--- src/rtl/bl_pkg.sv ---
// Package: shared widths, the pause key and the walker state encoding.
// Assumes a 16-bit table word, 32-bit multi-word fields, byte-wide sections.
package bl_pkg;
    localparam int HALF_W = 16;
    localparam int FULL_W = 32;
    localparam int BYTE_W = 8;
    localparam logic [HALF_W-1:0] PAUSE_KEY = 16'hFFFF;

    typedef enum logic [3:0] {
        ST_ENT_HI, ST_ENT_LO, ST_NCF_HI, ST_NCF_LO,
        ST_CFG_A,  ST_CFG_V,  ST_WAIT,
        ST_LEN_HI, ST_LEN_LO, ST_DST_HI, ST_DST_LO,
        ST_BODY,   ST_FIN,    ST_FAULT
    } bl_state_t;
endpackage

--- src/rtl/bl_fetch.sv ---
// Word fetcher: turns a "want a word" request into the read port handshake
// and walks the word address. Assumes one read in flight, answered by
// rd_valid or rd_err in the cycle it completes (request held until then).
module bl_fetch #(
    parameter int ADDR_W = 24
) (
    input  logic              clk,
    input  logic              rst_n,
    input  logic              want,
    input  logic              rd_valid,
    input  logic              rd_err,
    output logic              rd_req,
    output logic [ADDR_W-1:0] rd_addr,
    output logic              take,
    output logic              fault
);
    assign rd_req = want;
    assign take   = want && rd_valid && !rd_err;
    assign fault  = want && rd_err;

    // Advance the word pointer on each accepted word.
    always_ff @(posedge clk) begin
        if (!rst_n)    rd_addr <= '0;
        else if (take) rd_addr <= rd_addr + 1'b1;
    end

    p_word_stride_r1: assert property (@(posedge clk) disable iff (!rst_n)
        take |=> (rd_addr == $past(rd_addr) + 1'b1));
endmodule

--- src/rtl/bl_delay.sv ---
// Pause timer: loaded with N, stays busy for exactly N cycles, and flags
// the last busy cycle. A load of zero leaves it idle.
module bl_delay #(
    parameter int CNT_W = 16
) (
    input  logic             clk,
    input  logic             rst_n,
    input  logic             load,
    input  logic [CNT_W-1:0] count,
    output logic             busy,
    output logic             expire
);
    logic [CNT_W-1:0] rem;

    // Count the remaining pause cycles down to zero.
    always_ff @(posedge clk) begin
        if (!rst_n)         rem <= '0;
        else if (load)      rem <= count;
        else if (rem != '0) rem <= rem - 1'b1;
    end

    assign busy   = (rem != '0);
    assign expire = (rem == CNT_W'(1));
endmodule

--- src/rtl/bl_emit.sv ---
// Byte emitter: takes one section word plus how many of its bytes are real
// (0 to 2) and writes them high byte first, one per cycle, at a running
// byte address. It can accept the next word while writing its last byte.
module bl_emit
    import bl_pkg::*;
(
    input  logic              clk,
    input  logic              rst_n,
    input  logic              sec_load,
    input  logic [FULL_W-1:0] sec_base,
    input  logic              word_load,
    input  logic [HALF_W-1:0] word,
    input  logic [1:0]        nbytes,
    output logic              ready,
    output logic              mem_wr_en,
    output logic [FULL_W-1:0] mem_wr_addr,
    output logic [BYTE_W-1:0] mem_wr_data
);
    logic [HALF_W-1:0] hold;
    logic [1:0]        pend;
    logic              sel_lo;

    // Running destination address: set per section, step per byte written.
    always_ff @(posedge clk) begin
        if (!rst_n)          mem_wr_addr <= '0;
        else if (sec_load)   mem_wr_addr <= sec_base;
        else if (pend != '0) mem_wr_addr <= mem_wr_addr + 1'b1;
    end

    // Hold the word and track which of its bytes are still due.
    always_ff @(posedge clk) begin
        if (!rst_n) begin
            hold   <= '0;
            pend   <= '0;
            sel_lo <= 1'b0;
        end else if (word_load) begin
            hold   <= word;
            pend   <= nbytes;
            sel_lo <= 1'b0;
        end else if (pend != '0) begin
            pend   <= pend - 1'b1;
            sel_lo <= 1'b1;
        end
    end

    assign ready       = (pend <= 2'd1);
    assign mem_wr_en   = (pend != '0);
    assign mem_wr_data = sel_lo ? hold[BYTE_W-1:0] : hold[HALF_W-1:BYTE_W];

    p_addr_step_r6: assert property (@(posedge clk) disable iff (!rst_n)
        (mem_wr_en && $past(mem_wr_en)) |-> (mem_wr_addr == $past(mem_wr_addr) + 1'b1));
endmodule

--- src/rtl/boot_table_loader.sv ---
// Boot table walker: reads the entry address, runs the register and pause
// entries, copies padded sections, and stops on a zero byte count or a read
// fault. Assumes the table starts at word 0 of the read port.
module boot_table_loader
    import bl_pkg::*;
#(
    parameter int ADDR_W = 24
) (
    input  logic              clk,
    input  logic              rst_n,
    output logic              rd_req,
    output logic [ADDR_W-1:0] rd_addr,
    input  logic              rd_valid,
    input  logic              rd_err,
    input  logic [15:0]       rd_data,
    output logic              reg_wr_en,
    output logic [15:0]       reg_wr_addr,
    output logic [15:0]       reg_wr_data,
    output logic              mem_wr_en,
    output logic [31:0]       mem_wr_addr,
    output logic [7:0]        mem_wr_data,
    output logic              done,
    output logic [31:0]       entry_addr,
    output logic              error
);
    localparam int LEN_EXT_W = FULL_W + 1;

    bl_state_t         st;
    logic [HALF_W-1:0] hi_q, cfg_a;
    logic [FULL_W-1:0] ncfg, left_b, left_w;
    logic [FULL_W-1:0] full32;
    logic [LEN_EXT_W-1:0] len_ext;
    logic [1:0]        nb;
    logic              want, take, fault;
    logic              dly_load, dly_busy, dly_expire;
    logic              emit_ready, sec_load, word_load;
    logic              mem_seen;

    assign full32    = {hi_q, rd_data};
    assign len_ext   = {1'b0, full32} + LEN_EXT_W'(3);
    assign nb        = (left_b >= FULL_W'(2)) ? 2'd2 : left_b[1:0];
    assign sec_load  = take && (st == ST_DST_LO);
    assign word_load = take && (st == ST_BODY);
    assign dly_load  = take && (st == ST_CFG_V) && (cfg_a == PAUSE_KEY);

    // Decide in which states a table word is requested.
    always_comb begin
        case (st)
            ST_WAIT, ST_FIN, ST_FAULT: want = 1'b0;
            ST_BODY:                   want = emit_ready;
            default:                   want = 1'b1;
        endcase
    end

    bl_fetch #(.ADDR_W(ADDR_W)) u_fetch (
        .clk(clk), .rst_n(rst_n), .want(want), .rd_valid(rd_valid),
        .rd_err(rd_err), .rd_req(rd_req), .rd_addr(rd_addr),
        .take(take), .fault(fault)
    );

    bl_delay #(.CNT_W(HALF_W)) u_delay (
        .clk(clk), .rst_n(rst_n), .load(dly_load), .count(rd_data),
        .busy(dly_busy), .expire(dly_expire)
    );

    bl_emit u_emit (
        .clk(clk), .rst_n(rst_n), .sec_load(sec_load), .sec_base(full32),
        .word_load(word_load), .word(rd_data), .nbytes(nb),
        .ready(emit_ready), .mem_wr_en(mem_wr_en),
        .mem_wr_addr(mem_wr_addr), .mem_wr_data(mem_wr_data)
    );

    // Walk the table fields and drive register writes and status.
    always_ff @(posedge clk) begin
        if (!rst_n) begin
            st          <= ST_ENT_HI;
            hi_q        <= '0;
            cfg_a       <= '0;
            ncfg        <= '0;
            left_b      <= '0;
            left_w      <= '0;
            entry_addr  <= '0;
            reg_wr_en   <= 1'b0;
            reg_wr_addr <= '0;
            reg_wr_data <= '0;
            done        <= 1'b0;
            error       <= 1'b0;
        end else begin
            reg_wr_en <= 1'b0;
            if (fault) begin
                st    <= ST_FAULT;
                error <= 1'b1;
            end else begin
                case (st)
                    ST_ENT_HI, ST_NCF_HI, ST_LEN_HI, ST_DST_HI: begin
                        if (take) begin
                            hi_q <= rd_data;
                            st   <= bl_state_t'(st + 4'd1);
                        end
                    end
                    ST_ENT_LO: if (take) begin
                        entry_addr <= full32;
                        st         <= ST_NCF_HI;
                    end
                    ST_NCF_LO: if (take) begin
                        ncfg <= full32;
                        st   <= (full32 == '0) ? ST_LEN_HI : ST_CFG_A;
                    end
                    ST_CFG_A: if (take) begin
                        cfg_a <= rd_data;
                        st    <= ST_CFG_V;
                    end
                    ST_CFG_V: if (take) begin
                        ncfg <= ncfg - 1'b1;
                        if (cfg_a == PAUSE_KEY && rd_data != '0) begin
                            st <= ST_WAIT;
                        end else begin
                            st <= (ncfg == FULL_W'(1)) ? ST_LEN_HI : ST_CFG_A;
                        end
                        if (cfg_a != PAUSE_KEY) begin
                            reg_wr_en   <= 1'b1;
                            reg_wr_addr <= cfg_a;
                            reg_wr_data <= rd_data;
                        end
                    end
                    ST_WAIT: if (dly_expire) begin
                        st <= (ncfg == '0) ? ST_LEN_HI : ST_CFG_A;
                    end
                    ST_LEN_LO: if (take) begin
                        if (full32 == '0) begin
                            st   <= ST_FIN;
                            done <= 1'b1;
                        end else begin
                            left_b <= full32;
                            left_w <= {len_ext[LEN_EXT_W-1:2], 1'b0};
                            st     <= ST_DST_HI;
                        end
                    end
                    ST_DST_LO: if (take) st <= ST_BODY;
                    ST_BODY: if (take) begin
                        left_b <= left_b - FULL_W'(nb);
                        left_w <= left_w - 1'b1;
                        if (left_w == FULL_W'(1)) st <= ST_LEN_HI;
                    end
                    default: ;
                endcase
            end
        end
    end

    // Remember that section data has started (assertion support only).
    always_ff @(posedge clk) begin
        if (!rst_n)         mem_seen <= 1'b0;
        else if (mem_wr_en) mem_seen <= 1'b1;
    end

    p_pause_quiet_r4: assert property (@(posedge clk) disable iff (!rst_n)
        dly_busy |-> !rd_req);
    p_regs_first_r5: assert property (@(posedge clk) disable iff (!rst_n)
        reg_wr_en |-> !mem_seen);
    p_done_hold_r8: assert property (@(posedge clk) disable iff (!rst_n)
        done |=> (done && $stable(entry_addr) && !rd_req));
    p_fault_halt_r10: assert property (@(posedge clk) disable iff (!rst_n)
        error |=> (error && !done && !rd_req));
endmodule

--- config.mk ---
export PLATFORM = sky130hd
export DESIGN_NAME = boot_table_loader
export DESIGN_NICKNAME = d
export VERILOG_FILES = /design/src/rtl/bl_pkg.sv /design/src/rtl/bl_fetch.sv /design/src/rtl/bl_delay.sv /design/src/rtl/bl_emit.sv /design/src/rtl/boot_table_loader.sv
export SDC_FILE = /design/constraint.sdc
export NUM_CORES = 1
export LEC_CHECK = 0
export ABC_AREA = 1
export BUFFER_PORTS_ARGS = -buffer_cell sky130_fd_sc_hd__clkbuf_2
export CAP_MARGIN = 5
export CORE_MARGIN = 1
export CORE_UTILIZATION = 45
export CTS_CLUSTER_DIAMETER = 50
export CTS_CLUSTER_SIZE = 14
export DETAILED_ROUTE_END_ITERATION = 8
export GPL_TIMING_DRIVEN = 0
export HOLD_SLACK_MARGIN = 0.1
export PLACE_DENSITY_LB_ADDON = 0.2
export SETUP_SLACK_MARGIN = 0.3
export SYNTH_ARGS = -nofsm -noshare
export SYNTH_HDL_FRONTEND = slang
export SYNTH_HIERARCHICAL = 1
export SYNTH_SLANG_ARGS = --single-unit
--- constraint.sdc ---
create_clock -name clk -period 5.6 [get_ports clk]
set_input_delay 1.12 -clock clk [delete_from_list [all_inputs] [get_ports clk]]
set_output_delay 1.12 -clock clk [all_outputs]
set_load 0.02 [all_outputs]
==> results of run 1 <==
## power by group
part	internal (mW)	switching, mW	leakage, nW
logic	0.843	1.93	5.59
clock network	1.47	1.07	0.638
registers	2.24	0.211	2.34
## placed cells by master, fill, tap and decap left out, types with 5 or more instances in the layout
cell type / instances
a211oi_1: 9
a21oi_1: 265
a31oi_1: 6
buf_1: 6
buf_2: 29
buf_4: 5
buf_6: 6
clkbuf_1: 58
clkbuf_16: 38
clkbuf_2: 153
clkinv_4: 6
dfxtp_1: 290
ha_1: 15
inv_1: 256
inv_2: 27
inv_6: 8
inv_8: 5
nand2_1: 575
nand2_2: 14
nand2_4: 7
nand3_1: 167
nand3_2: 6
nand3b_1: 9
nand4_1: 40
nor2_1: 395
nor2_2: 19
nor2_4: 24
nor3_1: 41
o211ai_1: 11
o21ai_0: 260
o21ai_1: 13
o22ai_1: 5
o31ai_1: 5
or2_2: 6
xnor2_1: 15
xor2_1: 42
## through the flow
| stage | setup slack, ps | hold slack [ps] | instances |
|---|---|---|---|
| 3_3_place_gp | 671 | 436 | 3320 |
| 4_1_cts | 575 | 450 | 3389 |
| 2_1_floorplan | 2480 | 424 | 2664 |
| 6_report | 536 | 450 | 3390 |
| 5_1_grt | 322 | 480 | 3389 |
| 3_5_place_dp | 618 | 441 | 3320 |
## worst max-delay path by stage
| stage | slack, ps | to | startpoint | depth (start not counted) |
|---|---|---|---|---|
| after detailed placement | 620 | u_delay/rem[0]$_SDFFE_PN0P_ | st[0]$_SDFFE_PN0P_ | 16 |
| after floorplan | 2480 | u_emit/mem_wr_addr[23]$_SDFFE_PN0P_ | st[0]$_SDFFE_PN0P_ | 17 |
| after global routing | 320 | u_emit/mem_wr_addr[16]$_SDFFE_PN0P_ | st[1]$_SDFFE_PP0P_ | 17 |
| final | 540 | u_emit/mem_wr_addr[0]$_SDFFE_PN0P_ | st[1]$_SDFFE_PP0P_ | 17 |
| after CTS | 570 | u_delay/rem[0]$_SDFFE_PN0P_ | st[1]$_SDFFE_PP0P_ | 16 |
| after global placement | 670 | u_delay/rem[0]$_SDFFE_PN0P_ | st[0]$_SDFFE_PN0P_ | 16 |
## flip-flops by register name, indices dropped and copies added, names as in the netlist, 4 cells and up
signal / flops
reg_wr_addr: 16
left_b: 32
entry_addr: 32
left_w: 32
reg_wr_data: 16
st: 4
ncfg: 32
u_emit/mem_wr_addr: 32
u_delay/rem: 16
u_emit/hold: 16
hi_q: 16
cfg_a: 16
u_fetch/rd_addr: 24
## critical path: stages (launching register included)
cell and delay, ps:
dfxtp_1 420, ha_1 230, inv_1 70, nor2_2 260, buf_2 320, buf_1 610
nand2_1 120, o31ai_1 280, nand2_2 140, nor2_4 250, inv_1 310, nor3_1 770
inv_2 220, nand2_1 160, clkbuf_1 430, o21ai_0 160, o21ai_1 140, inv_1 50
## cell type report
cell class	count	area [um^2]	share of cell area
antenna	1	2.50	0.000127
tap	504	631	0.0320
inverter	287	1080	0.0549
clock inverter	25	298	0.0151
clock buffer	44	1000	0.0510
sequential	290	5810	0.295
multi-input combinational	1985	9620	0.489
buffer	102	484	0.0246
timing repair buffer	152	761	0.0386
## routing by layer
layer / GRT usage / vias to the layer above
met2: 0.510 / 1026
li1: - / 9084
met1: 0.434 / 8755
met4: 0.166 / 0
met5: 0 / -
met3: 0.0813 / 195
## cells by family after synthesis
group | Yosys count | synth area share
buf+inv | 389 | 0.0921
compound gates | 592 | 0.183
other cells | 1 | 0.000221
simple gates | 1320 | 0.342
fa+ha+maj | 15 | 0.0111
flops | 290 | 0.342
xor+xnor | 57 | 0.0294
==> flow_summary_export.csv, run 1 <==
group,metric,value,unit
status,outcome,"complete, no violations",
synth,synth_area_leaders,"dfxtp_1, nand2_1, nor2_1, a21oi_1, o21ai_0",
synth,syn_nets,2699,
die,core.rowCount,70,
synth,avgSynthCellArea,6.37,um^2
detailed_routing,wl_met2,27500,um
detailed_routing,dr.pass1.iters,6,
clock_network,htreeDepth,2,
timing,setup_viol,0,
finish,final_area,19700,um^2
timing,setup_tns,0,ps
synth,yosysMostFrequentCell,"nand2_1",
clock_network,cts.reportedPaths.clkPinSlew,60,ps
synth,synth_edf_count,0,
die,ios,153,
timing,skew,41.9,ps
finish,final_util,0.534,
detailed_routing,viasPerCell,5.62,
placed_design,placed_cell_area,18400,um^2
synth,synth_top_area_frac,0.342,
finish,layout-drive-gt1-share,0.131,
min_path,hold_path_depth,2,
min_path,hp-class,"reg -> reg",
clock_network,cts-buffers-inserted,38,
timing,rsz0062_at_grt,"false",
synth,synth_area,17000,um^2
synth,synth_common_cells,"nand2_1, nor2_1, dfxtp_1",
clock_network,clk_path_buf_depth,3,
clock_network,tritoncts,"done",
detailed_routing,wl_met1,27000,um
global_route,grt_antenna_before_repair,1,
detailed_routing,met3_length,7070,um
timing,finalWorstPathRequiredPeriod,5060,ps
clock_network,clk_latency,570,ps
die,die_area,38500,um^2
clock_network,postCtsHoldBufs,0,
detailed_routing,topRoutingLayerUsed,"met4",
finish,n_fill_cell,3780,
global_route,grt_pass1_vias,17688,
global_route,grt_max_degree,15,
critical_path,worstPathRequired,6030,ps
power,p_leak,8.57,nW
synth,seq_area_frac_synth,0.342,
critical_path,worstSetupEndpointType,"flip-flop",
synth,synth_top_area_cell,"dfxtp_1",
placed_design,gp_congestion,1.02,
synth,ys_async_sr_fraction,0,
critical_path,rr_endpoint,"u_emit/mem_wr_addr[0]$_SDFFE_PN0P_",
critical_path,cp_max_fo,10,
critical_path,crit_type,"reg -> reg",
global_route,grt_pass1_wl,99600,um
clock_network,post_cts_buffers,0,
critical_path,ff2ff_setup_slack,540,ps
die,die_w,196,um
critical_path,worstRegToRegCells,17,
detailed_routing,avgRoutedWirePerCell,19.1,um
global_route,track_usage,0.333,
detailed_routing,final_antenna_net_count,0,
die,initial_core_util,0.461,
timing,drv_slew,0,
min_path,hold-path-endpoint,"u_emit/hold[13]$_SDFFE_PN0P_",
synth,ys_warn_count,6,
detailed_routing,vias,19060,
timing,fmax,0.197,GHz
finish,layout.nets,2891,
placed_design,io_buffers,152,
power,irDropWorstVdd,207,uV
clock_network,cts_sinks,290,
synth,synth_ff_type,"dfxtp_1",
critical_path,r2r-start,"st[1]$_SDFFE_PP0P_",
timing,slew_headroom,0.368,
detailed_routing,drt_drc_violations_left,0,
min_path,hold_start,"u_emit/hold[13]$_SDFFE_PN0P_",
die,core_area,36900,um^2
clock_network,clockRootBuffer,"clkbuf_16",
power,power.density,395,nW/um^2
timing,finalCritPeriodShare,0.904,
global_route,gr-total-overflow,0,
synth,syn_inst,2664,
die,fp.dieH,196,um
synth,synth_seq_cells,290,
timing,hold_violations,0,
critical_path,worst_setup_path_start_kind,"flip-flop",
critical_path,worstPathArrival,5490,ps
clock_network,postCtsResizedCells,0,
run,cap_viol_max_count,0,
detailed_routing,routed_wl,64900,um
power,p_total,7.77,mW
placed_design,dp_hpwl,47300,um
synth,ys_types,56,
detailed_routing,first_iter_violations,1996,
finish,area_growth,15.9,%
timing,tightest_slew,940,ps
No activity file was read; power rests on OpenSTA's default activity.
==> run 2, diff against run 1 <==
--- a/config.mk
+++ b/config.mk
@@ -7,9 +7,9 @@
 export LEC_CHECK = 0
 export ABC_AREA = 1
 export BUFFER_PORTS_ARGS = -buffer_cell sky130_fd_sc_hd__clkbuf_2
-export CAP_MARGIN = 5
-export CORE_MARGIN = 1
+export CORE_MARGIN = 10
 export CORE_UTILIZATION = 45
+export CTS_BUF_LIST = sky130_fd_sc_hd__clkbuf_4
 export CTS_CLUSTER_DIAMETER = 50
 export CTS_CLUSTER_SIZE = 14
 export DETAILED_ROUTE_END_ITERATION = 8
==> flow_summary_export.csv, run 2 (synthesized netlist as in run 1, its figures left out) <==
group,metric,value,unit
detailed_routing,dr.pass1.iters,5,
global_route,gr-total-overflow,0,
critical_path,worstPathArrival,5760,ps
finish,final_common_cell,"nand2_1",
detailed_routing,vias,18961,
global_route,grt_pass1_wl,102000,um
placed_design,place_ws,690,ps
min_path,hold_start,"u_emit/hold[10]$_SDFFE_PN0P_",
global_route,grt_antenna_before_repair,1,
power,p_sw_frac,0.455,
timing,finalWorstPathRequiredPeriod,5160,ps
timing,setup_tns,0,ps
detailed_routing,viasPerCell,5.57,
power,seq_power_share,0.358,
die,core.rowCount,71,
power,power.density,358,nW/um^2
power,combPwrFrac,0.409,
run,cap_viol_max_count,0,
die,die_area,45900,um^2
global_route,grt_max_degree,15,
clock_network,cts_sinks,290,
critical_path,worstPathRequired,6200,ps
die,initial_core_util,0.453,
min_path,hp-class,"reg -> reg",
critical_path,rr_endpoint,"u_emit/mem_wr_addr[23]$_SDFFE_PN0P_",
timing,fmax,0.194,GHz
timing,rsz0062_at_grt,"false",
timing,drv_slew,0,
finish,area_growth,12.3,%
placed_design,gp_congestion,1.00,
finish,layout-drive-gt1-share,0.132,
critical_path,worst_setup_path_start_kind,"flip-flop",
detailed_routing,final_antenna_net_count,0,
timing,skew,65.7,ps
die,die_w,214,um
finish,layout.nets,2895,
clock_network,tritoncts,"done",
clock_network,post_cts_buffers,0,
finish,n_fill_cell,3935,
timing,setup_viol,0,
critical_path,worstSetupEndpointType,"flip-flop",
timing,finalCritPeriodShare,0.921,
placed_design,dp_hpwl,49500,um
die,ios,153,
timing,tightest_slew,924,ps
global_route,grt_pass1_vias,17431,
detailed_routing,first_iter_violations,2108,
detailed_routing,routed_wl,66900,um
power,irDropWorstVdd,182,uV
clock_network,cts.reportedPaths.clkPinSlew,120,ps
critical_path,ff2ff_setup_slack,440,ps
detailed_routing,avgRoutedWirePerCell,19.7,um
critical_path,worstRegToRegCells,17,
placed_design,placed_cell_area,18400,um^2
timing,hold_violations,0,
finish,layout_common_cells,"nand2_1, nor2_1, dfxtp_1, a21oi_1, o21ai_0",
power,switching_power,3.11,mW
power,clkPwrFrac,0.233,
critical_path,cp_max_fo,10,
clock_network,clockRootBuffer,"clkbuf_4",
min_path,hold_path_depth,2,
critical_path,r2r-start,"st[1]$_SDFFE_PP0P_",
die,fp.dieH,214,um
clock_network,clk_latency,770,ps
timing,slew_headroom,0.379,
clock_network,clk_path_buf_depth,3,
placed_design,io_buffers,152,
status,outcome,"complete, no violations",
detailed_routing,drt_drc_violations_left,0,
timing,hold_slack,459,ps
power,p_leak,8.29,nW
power,p_total,6.83,mW
clock_network,cts-buffers-inserted,42,
global_route,track_usage,0.278,
power,p_int,3.73,mW
critical_path,crit_type,"reg -> reg",
die,core_area,37500,um^2
clock_network,htreeDepth,2,
timing,worst_slack,442,ps
clock_network,postCtsHoldBufs,0,
finish,final_area,19100,um^2
min_path,hold-path-endpoint,"u_emit/hold[10]$_SDFFE_PN0P_",
clock_network,postCtsResizedCells,0,
-- run 2: changes by cell type in the layout (fill, tap and decap cells not counted), sizes merged --
cell      previous run  this run
bufinv               3         4
clkbuf             252       254
clkinv              11        15
clkinvlp             1         5
inv                297       293
-- run 2: through the flow --
step / cells / util
3_3_place_gp: 3327 / 0.490
4_1_cts: 3403 / 0.508
3_5_place_dp: 3327 / 0.490
6_report: 3404 / 0.509
2_1_floorplan: 2664 / -
5_1_grt: 3404 / 0.509
-- run 2: worst max-delay path by stage --
stage                                   from                                   to  slack [ps]  cells after the start
after floorplan           st[0]$_SDFFE_PN0P_  u_emit/mem_wr_addr[23]$_SDFFE_PN0P_        2480                     17
after global placement    st[1]$_SDFFE_PP0P_          u_delay/rem[0]$_SDFFE_PN0P_         690                     16
after detailed placement  st[1]$_SDFFE_PP0P_   u_emit/mem_wr_addr[0]$_SDFFE_PN0P_         690                     17
after CTS                 st[1]$_SDFFE_PP0P_          u_delay/rem[0]$_SDFFE_PN0P_         670                     16
after global routing      st[1]$_SDFFE_PP0P_  u_emit/mem_wr_addr[21]$_SDFFE_PN0P_         350                     17
final                     st[1]$_SDFFE_PP0P_  u_emit/mem_wr_addr[23]$_SDFFE_PN0P_         440                     17
-- run 2: critical path: stages (launching register included) --
cell and delay [ps]:
dfxtp_1 450, ha_1 260, inv_1 80, nor2_2 260
buf_2 340, buf_1 550, nand2_1 120, o31ai_1 270
nand2_2 140, nor2_4 250, inv_1 310, nor3_1 810
inv_2 220, nand2_1 170, clkbuf_1 460, o21ai_0 150
inv_1 90, a21oi_2 50
-- run 2: final cells by class --
class | count | area [um^2] | area share
Clock inverter | 30 | 333 | 0.0175
Inverter | 287 | 1080 | 0.0566
Clock buffer | 46 | 345 | 0.0181
Sequential cell | 290 | 5810 | 0.305
Antenna cell | 1 | 2.50 | 0.000131
Timing Repair Buffer | 152 | 761 | 0.0399
Multi-Input combinational cell | 1985 | 9610 | 0.504
Buffer | 102 | 484 | 0.0254
Tap cell | 511 | 639 | 0.0335
-- run 2: power by group through the flow --
stage | Combinational, mW | Clock [mW] | Sequential [mW]
floorplan | 1.95 | 0 | 2.46
global placement | 2.71 | 0 | 2.48
global route | 3.11 | 1.71 | 2.46
finish | 2.80 | 1.59 | 2.44
CTS | 2.74 | 1.61 | 2.44
detailed placement | 2.73 | 0 | 2.48
-- run 2: layer usage --
metal,GRT usage,part of all wire
met3,0.0597,0.099
met2,0.430,0.43
met4,0.109,0.039
met1,0.370,0.43
met5,0,0
